### src/rtl/dma2d_pkg.sv
package dma2d_pkg;
  parameter int unsigned ADDR_W     = 32;
  parameter int unsigned CNT_W      = 16;
  parameter int unsigned SIZE_W     = 2;
  parameter int unsigned DESC_WORDS = 8;
  localparam int unsigned WIDX_W    = $clog2(DESC_WORDS);

  localparam logic [WIDX_W-1:0] W_XIDX = WIDX_W'(0);
  localparam logic [WIDX_W-1:0] W_XCNT = WIDX_W'(1);
  localparam logic [WIDX_W-1:0] W_XMOD = WIDX_W'(2);
  localparam logic [WIDX_W-1:0] W_YIDX = WIDX_W'(3);
  localparam logic [WIDX_W-1:0] W_YCNT = WIDX_W'(4);
  localparam logic [WIDX_W-1:0] W_YMOD = WIDX_W'(5);
  localparam logic [WIDX_W-1:0] W_CTRL = WIDX_W'(6);
  localparam logic [WIDX_W-1:0] W_NEXT = WIDX_W'(7);

  localparam int unsigned CTL_CHAIN = 0;
  localparam int unsigned CTL_2D    = 1;
  localparam int unsigned CTL_SIZE  = 2;

  typedef struct packed {
    logic [ADDR_W-1:0] x_idx;
    logic [CNT_W-1:0]  x_cnt;
    logic [ADDR_W-1:0] x_mod;
    logic [ADDR_W-1:0] y_idx;
    logic [CNT_W-1:0]  y_cnt;
    logic [ADDR_W-1:0] y_mod;
    logic              chain;
    logic              two_d;
    logic [SIZE_W-1:0] size;
    logic [ADDR_W-1:0] next_ptr;
  } desc_t;

  typedef enum logic [1:0] {ST_IDLE, ST_FETCH, ST_RUN} seq_st_e;
endpackage

### src/rtl/dma2d_fetch.sv
module dma2d_fetch
  import dma2d_pkg::*;
(
  input  logic              clk_i,
  input  logic              rst_ni,
  input  logic              go_i,
  input  logic [ADDR_W-1:0] ptr_i,
  input  logic              valid_i,
  input  logic [ADDR_W-1:0] data_i,
  output logic              req_o,
  output logic [ADDR_W-1:0] addr_o,
  output desc_t             desc_o,
  output logic              loaded_o
);
  logic              active_q;
  logic [WIDX_W-1:0] widx_q;
  logic [ADDR_W-1:0] base_q;
  logic              loaded_q;
  desc_t             desc_q;
  logic              take, last_word;

  assign take      = active_q && valid_i;
  assign last_word = (widx_q == WIDX_W'(DESC_WORDS - 1));

  always_ff @(posedge clk_i or negedge rst_ni) begin
    if (!rst_ni) begin
      active_q <= 1'b0;
      widx_q   <= '0;
      base_q   <= '0;
      loaded_q <= 1'b0;
    end else begin
      loaded_q <= take && last_word;
      if (go_i) begin
        active_q <= 1'b1;
        widx_q   <= '0;
        base_q   <= ptr_i;
      end else if (take) begin
        if (last_word) active_q <= 1'b0;
        else           widx_q   <= widx_q + WIDX_W'(1);
      end
    end
  end

  // word offset picks the field it lands in
  always_ff @(posedge clk_i or negedge rst_ni) begin
    if (!rst_ni) begin
      desc_q <= '0;
    end else if (take) begin
      unique case (widx_q)
        W_XIDX: desc_q.x_idx <= data_i;
        W_XCNT: desc_q.x_cnt <= data_i[CNT_W-1:0];
        W_XMOD: desc_q.x_mod <= data_i;
        W_YIDX: desc_q.y_idx <= data_i;
        W_YCNT: desc_q.y_cnt <= data_i[CNT_W-1:0];
        W_YMOD: desc_q.y_mod <= data_i;
        W_CTRL: begin
          desc_q.chain <= data_i[CTL_CHAIN];
          desc_q.two_d <= data_i[CTL_2D];
          desc_q.size  <= data_i[CTL_SIZE +: SIZE_W];
        end
        W_NEXT: desc_q.next_ptr <= data_i;
        default: ;
      endcase
    end
  end

  assign req_o    = active_q;
  assign addr_o   = base_q + ADDR_W'(widx_q);
  assign desc_o   = desc_q;
  assign loaded_o = loaded_q;
endmodule

### src/rtl/dma2d_walker.sv
module dma2d_walker
  import dma2d_pkg::*;
(
  input  logic              clk_i,
  input  logic              rst_ni,
  input  logic              load_i,
  input  logic [ADDR_W-1:0] x_idx_i,
  input  logic [CNT_W-1:0]  x_cnt_i,
  input  logic [ADDR_W-1:0] x_mod_i,
  input  logic [ADDR_W-1:0] y_idx_i,
  input  logic [CNT_W-1:0]  y_cnt_i,
  input  logic [ADDR_W-1:0] y_mod_i,
  input  logic              two_d_i,
  input  logic              chain_i,
  input  logic [SIZE_W-1:0] size_i,
  input  logic              step_i,
  output logic [ADDR_W-1:0] addr_o,
  output logic              last_o,
  output logic              chain_o,
  output logic [SIZE_W-1:0] size_o
);
  logic [ADDR_W-1:0] addr_q, xmod_q, ymod_q;
  logic [CNT_W-1:0]  xcnt_q, xrld_q, ycnt_q;
  logic              two_d_q, chain_q;
  logic [SIZE_W-1:0] size_q;
  logic              row_end, blk_end;

  assign row_end = (xcnt_q <= CNT_W'(1));
  assign blk_end = row_end && (!two_d_q || ycnt_q <= CNT_W'(1));

  always_ff @(posedge clk_i or negedge rst_ni) begin
    if (!rst_ni) begin
      addr_q  <= '0;
      xmod_q  <= '0;
      ymod_q  <= '0;
      xcnt_q  <= '0;
      xrld_q  <= '0;
      ycnt_q  <= '0;
      two_d_q <= 1'b0;
      chain_q <= 1'b0;
      size_q  <= '0;
    end else if (load_i) begin
      addr_q  <= two_d_i ? (x_idx_i + y_idx_i) : x_idx_i;
      xmod_q  <= x_mod_i;
      ymod_q  <= y_mod_i;
      xcnt_q  <= x_cnt_i;
      xrld_q  <= x_cnt_i;
      ycnt_q  <= y_cnt_i;
      two_d_q <= two_d_i;
      chain_q <= chain_i;
      size_q  <= size_i;
    end else if (step_i && !blk_end) begin
      if (row_end) begin
        addr_q <= addr_q + ymod_q;
        xcnt_q <= xrld_q;
        ycnt_q <= ycnt_q - CNT_W'(1);
      end else begin
        addr_q <= addr_q + xmod_q;
        xcnt_q <= xcnt_q - CNT_W'(1);
      end
    end
  end

  assign addr_o  = addr_q;
  assign last_o  = blk_end;
  assign chain_o = chain_q;
  assign size_o  = size_q;
endmodule

### src/rtl/dma2d_seq.sv
module dma2d_seq
  import dma2d_pkg::*;
(
  input  logic              clk_i,
  input  logic              rst_ni,
  input  logic              start_i,
  input  logic [ADDR_W-1:0] start_ptr_i,
  output logic              busy_o,
  output logic              desc_req_o,
  output logic [ADDR_W-1:0] desc_addr_o,
  input  logic              desc_valid_i,
  input  logic [ADDR_W-1:0] desc_data_i,
  output logic              xfer_req_o,
  output logic [ADDR_W-1:0] xfer_addr_o,
  output logic [SIZE_W-1:0] xfer_size_o,
  input  logic              xfer_ack_i,
  output logic              done_o
);
  seq_st_e           st_q, st_d;
  desc_t             desc;
  logic              loaded, step, blk_last, chain_on, fetch_go, done_q;
  logic [ADDR_W-1:0] fetch_ptr;

  assign step      = (st_q == ST_RUN) && xfer_ack_i;
  assign fetch_go  = ((st_q == ST_IDLE) && start_i) || (step && blk_last && chain_on);
  assign fetch_ptr = (st_q == ST_IDLE) ? start_ptr_i : desc.next_ptr;

  dma2d_fetch u_fetch (
    .clk_i    (clk_i),
    .rst_ni   (rst_ni),
    .go_i     (fetch_go),
    .ptr_i    (fetch_ptr),
    .valid_i  (desc_valid_i),
    .data_i   (desc_data_i),
    .req_o    (desc_req_o),
    .addr_o   (desc_addr_o),
    .desc_o   (desc),
    .loaded_o (loaded)
  );

  dma2d_walker u_walk (
    .clk_i   (clk_i),
    .rst_ni  (rst_ni),
    .load_i  (loaded),
    .x_idx_i (desc.x_idx),
    .x_cnt_i (desc.x_cnt),
    .x_mod_i (desc.x_mod),
    .y_idx_i (desc.y_idx),
    .y_cnt_i (desc.y_cnt),
    .y_mod_i (desc.y_mod),
    .two_d_i (desc.two_d),
    .chain_i (desc.chain),
    .size_i  (desc.size),
    .step_i  (step),
    .addr_o  (xfer_addr_o),
    .last_o  (blk_last),
    .chain_o (chain_on),
    .size_o  (xfer_size_o)
  );

  always_comb begin
    st_d = st_q;
    unique case (st_q)
      ST_IDLE:  if (start_i) st_d = ST_FETCH;
      ST_FETCH: if (loaded)  st_d = ST_RUN;
      ST_RUN:   if (step && blk_last) st_d = chain_on ? ST_FETCH : ST_IDLE;
      default:  st_d = ST_IDLE;
    endcase
  end

  always_ff @(posedge clk_i or negedge rst_ni) begin
    if (!rst_ni) begin
      st_q   <= ST_IDLE;
      done_q <= 1'b0;
    end else begin
      st_q   <= st_d;
      done_q <= step && blk_last;
    end
  end

  assign busy_o     = (st_q != ST_IDLE);
  assign xfer_req_o = (st_q == ST_RUN);
  assign done_o     = done_q;
endmodule

### config.mk
export PLATFORM = sky130hd
export DESIGN_NAME = dma2d_seq
export DESIGN_NICKNAME = d
export VERILOG_FILES = /design/src/rtl/dma2d_pkg.sv /design/src/rtl/dma2d_fetch.sv /design/src/rtl/dma2d_walker.sv /design/src/rtl/dma2d_seq.sv
export SDC_FILE = /design/constraint.sdc
export NUM_CORES = 1
export LEC_CHECK = 0
export BUFFER_PORTS_ARGS = -buffer_cell sky130_fd_sc_hd__buf_2
export CAP_MARGIN = 15
export CORE_MARGIN = 2
export CORE_UTILIZATION = 55
export CTS_CLUSTER_SIZE = 30
export DETAILED_ROUTE_END_ITERATION = 10
export PLACE_DENSITY = 0.77
export SYNTH_ARGS = -nofsm -noshare
export SYNTH_HDL_FRONTEND = slang
export SYNTH_SLANG_ARGS = --single-unit
### constraint.sdc
create_clock -name clk_i -period 5.1 [get_ports clk_i]
set_input_delay 0.765 -clock clk_i [delete_from_list [all_inputs] [get_ports clk_i]]
set_output_delay 0.765 -clock clk_i [all_outputs]
set_load 0.02 [all_outputs]
==> impl_metrics.yaml <==
sta:
  final.period_utilization_pct: 92.66
  hold_viol_final: 0
  fmax_mhz: 211.6
  relSlewSlack_pct: 35.67
  report.final.slew_viol_count: 0
  fin_ws_ns: 0.3742
  tightest_slew_ns: 0.9650
  tns_ns: 0
  rsz0062_at_grt: "no"
  layout_min_cycle_time_ns: 4.726
  hold_slack_ns: 0.2252
  skew_ns: 0.02132
  setup_viol: 0
clock_tree:
  post_cts_buffers: 0
  cts_made_buffers: 42
  path_clk_slew_ns: 0.06
  cts.path.max_buffers: 3
  root_buffer: "clkbuf_16"
  cts_tree: "built"
  cts_max_level: 2
  cts.sinks: 384
  clk_latency_ns: 0.55
  postCtsHoldBufs: 0
routing:
  wl_per_cell_um: 20.04
  drc_errors: 0
  routed_wl_mm: 49.36
  drtAntennaViolNets: 0
  viasPerCell: 5.967
  vias: 14700
  dr.pass1.iters: 5
  drt-initial-drc-count: 957
power:
  p_per_area_mw_per_mm2: 700.6
  seq_power_share_pct: 35.4
  netSwitchingPower_mw: 6.209
  p_int_mw: 9.592
  finalPower_mw: 15.80
  pwr-share-clk_pct: 19.4
  ir_drop_v: 0.0005509
  netSwitchingFraction_pct: 39.30
  leakage_nw: 10.37
  comb_power_share_pct: 45.2
floorplanning:
  die_area_sq_mm: 0.03784
  fp.dieW_um: 194.5
  num_rows: 69
  die_h_um: 194.5
  design.core.area_sq_mm: 0.03566
  io_pins: 139
  start_util_pct: 55.99
global_routing:
  track_usage_pct: 26.58
  grt_start_max_net_pins: 193
  grt.met3_usage_pct: 3.575
  grt_pass1_vias: 15160
  met2_usage_pct: 42.88
  grtUsageMet1_pct: 38.26
  grt-ovfl-total: 0
  grt_pass1_wl_mm: 80.83
  busiest_layer: "met2"
  antenna_found_initial: 2
critical_path:
  end_kind: "flip-flop"
  crit-reg2reg-launch: "u_walk.xcnt_q[8]"
  rrSetupSlack_ns: 0.37
  timing.critical_path.required_ns: 5.48
  worstSetupStartpointType: "flip-flop"
  crit_type: "reg -> reg"
  reg2reg_to: "u_walk.addr_o[30]"
  critPathMaxFanout: 6
  r2r_cells: 18
  crit_arrival_ns: 5.10
yosys:
  netlist_area_sq_mm: 0.01996
  ys_warn_count: 0
  synth_xor_xnor_area_share_pct: 4.036
  syn-instance-count: 1847
  synth_top_area_share_pct: 48.14
  synth_compound_area_share_pct: 11.44
  ys_ff_latch: 384
  yosysUniqueCellTypes: 72
  synth_top_family_by_area: "multiplexers"
  yosys.area_share.simple_pct: 10.79
  synth_top_area_cell: "dfrtp_1"
  synth-adder-area-share_pct: 5.190
  syn_avg_cell_area_sq_um: 10.81
  synth_area_leaders: "dfrtp_1 48%, mux2_2 15%, ha_1 4.9%, nand2_1 4.4%, mux2i_1 2.8%"
  synth_edf_count: 0
  ys_seq_area_share_pct: 48.14
  synthFlopType: "dfrtp_1"
  syn_nets: 1997
  synth.area.mux_share_pct: 17.88
  async_flop_share_pct: 100.0
status:
  outcome: "completed"
placement:
  dpl.cell_count: 2387
  dpl_cell_area_sq_mm: 0.02116
  gp_congestion: 0.9270
  detailedPlace.worstSlack_ns: 0.3909
  dp_hpwl_mm: 33.23
  port_buffers: 138
min_path:
  hold_class: "in -> async"
cells_and_area:
  finalNonFillerCells: 2463
  drive_gt1_share_pct: 26.05
  final_cell_mix: "382 x dfrtp_1, 268 x mux2_2, 235 x nand2_1"
  fin_area_sq_mm: 0.02255
  multi_input_area_sq_mm: 0.009874
  final_core_util_pct: 63.26
  seq_area_sq_mm: 0.009614
  area_growth_pct: 12.98
  fillers: 2814
  nets: 2120
  final_common_cell: "dfrtp_1"
flow_run:
  drv_cap: 0
worst max path at each step:
stage                                start                 to  slack (ns)  depth (start not counted)
after floorplan           u_walk.xcnt_q[4]  u_walk.addr_o[30]        0.27                         21
after global routing      u_walk.xcnt_q[8]  u_walk.addr_o[30]        0.05                         18
after CTS                 u_walk.xcnt_q[8]  u_walk.addr_o[31]        0.32                         17
final                     u_walk.xcnt_q[8]  u_walk.addr_o[30]        0.37                         18
after detailed placement  u_walk.xcnt_q[8]  u_walk.addr_o[31]        0.39                         17
after global placement    u_walk.xcnt_q[8]  u_walk.addr_o[30]        0.47                         18
routing by layer:
| layer | wire (um) | up-vias |
|---|---|---|
| li1 | - | 6825 |
| met1 | 22760 | 7417 |
| met2 | 22900 | 379 |
| met3 | 2775 | 76 |
| met4 | 933 | 0 |
| met5 | 0 | - |
cells in the mapped netlist (all sizes together), types with 29 or more instances:
master,instances
dfrtp,384
mux2,268
nand2,236
o21ai,120
a21oi,99
ha,78
nor2,78
xnor2,62
clkbuf,58
mux2i,55
inv,53
xor2,30
a21o,29
nand3,29
worst max-delay path: stages (launching register included):
cell	delay, ns
dfrtp_1	0.41
nor3_1	0.24
nor3b_1	0.46
and3_2	0.35
nand2_1	0.08
nand2_1	0.06
ha_1	0.18
inv_1	0.06
fa_1	0.37
and2b_1	0.24
o31a_1	0.16
o21ai_1	0.10
a211oi_1	0.31
o221ai_1	0.31
a31o_2	0.34
a211o_1	0.31
a2111o_1	0.40
o211ai_1	0.10
a21oi_1	0.06
power by group through the flow:
stage | clock [mW] | sequential [mW] | combinational [mW]
final | 3.07 | 5.60 | 7.14
after global routing | 3.24 | 5.77 | 7.89
after CTS | 3.11 | 5.58 | 7.11
after detailed placement | 0 | 5.60 | 7.01
after global placement | 0 | 5.52 | 6.80
after floorplan | 0 | 5.43 | 5.30
state kept, by name, summed over array words and instances, names as in the netlist, 3 cells and up:
| name | count |
|---|---|
| u_walk.xrld_q | 16 |
| u_walk.xmod_q | 32 |
| u_fetch.base_q | 32 |
| u_fetch.desc_o | 196 |
| u_fetch.widx_q | 3 |
| u_walk.xcnt_q | 16 |
| u_walk.ymod_q | 32 |
| u_walk.ycnt_q | 16 |
| u_walk.addr_o | 32 |
final cells by class:
type,count,share of cell area (%)
diodes,2,0.02219
clock buffers,56,5.248
clock inverters,18,0.8932
inverters,55,0.9153
multi-input cells,1329,43.78
flip-flops and latches,384,42.63
well taps,461,2.557
repair buffers,158,3.955
kinds of logic (layout without fill, tap and decap cells):
| group | count (synthesis) | after routing |
|---|---|---|
| xor+xnor | 92 | 92 |
| mux | 323 | 323 |
| buf+inv | 134 | 287 |
| other cells | 0 | 2 |
| flops | 384 | 384 |
| fa+ha+maj | 81 | 81 |
| simple gates | 462 | 462 |
| compound gates | 371 | 371 |
what timing repair did:
action | in CTS | in global routing
gates resized for setup | 0 | 1
endpoints found under the setup margin | 0 | 1
endpoints found under the hold margin | 0 | 0
Power figures use the tool's default switching activity.
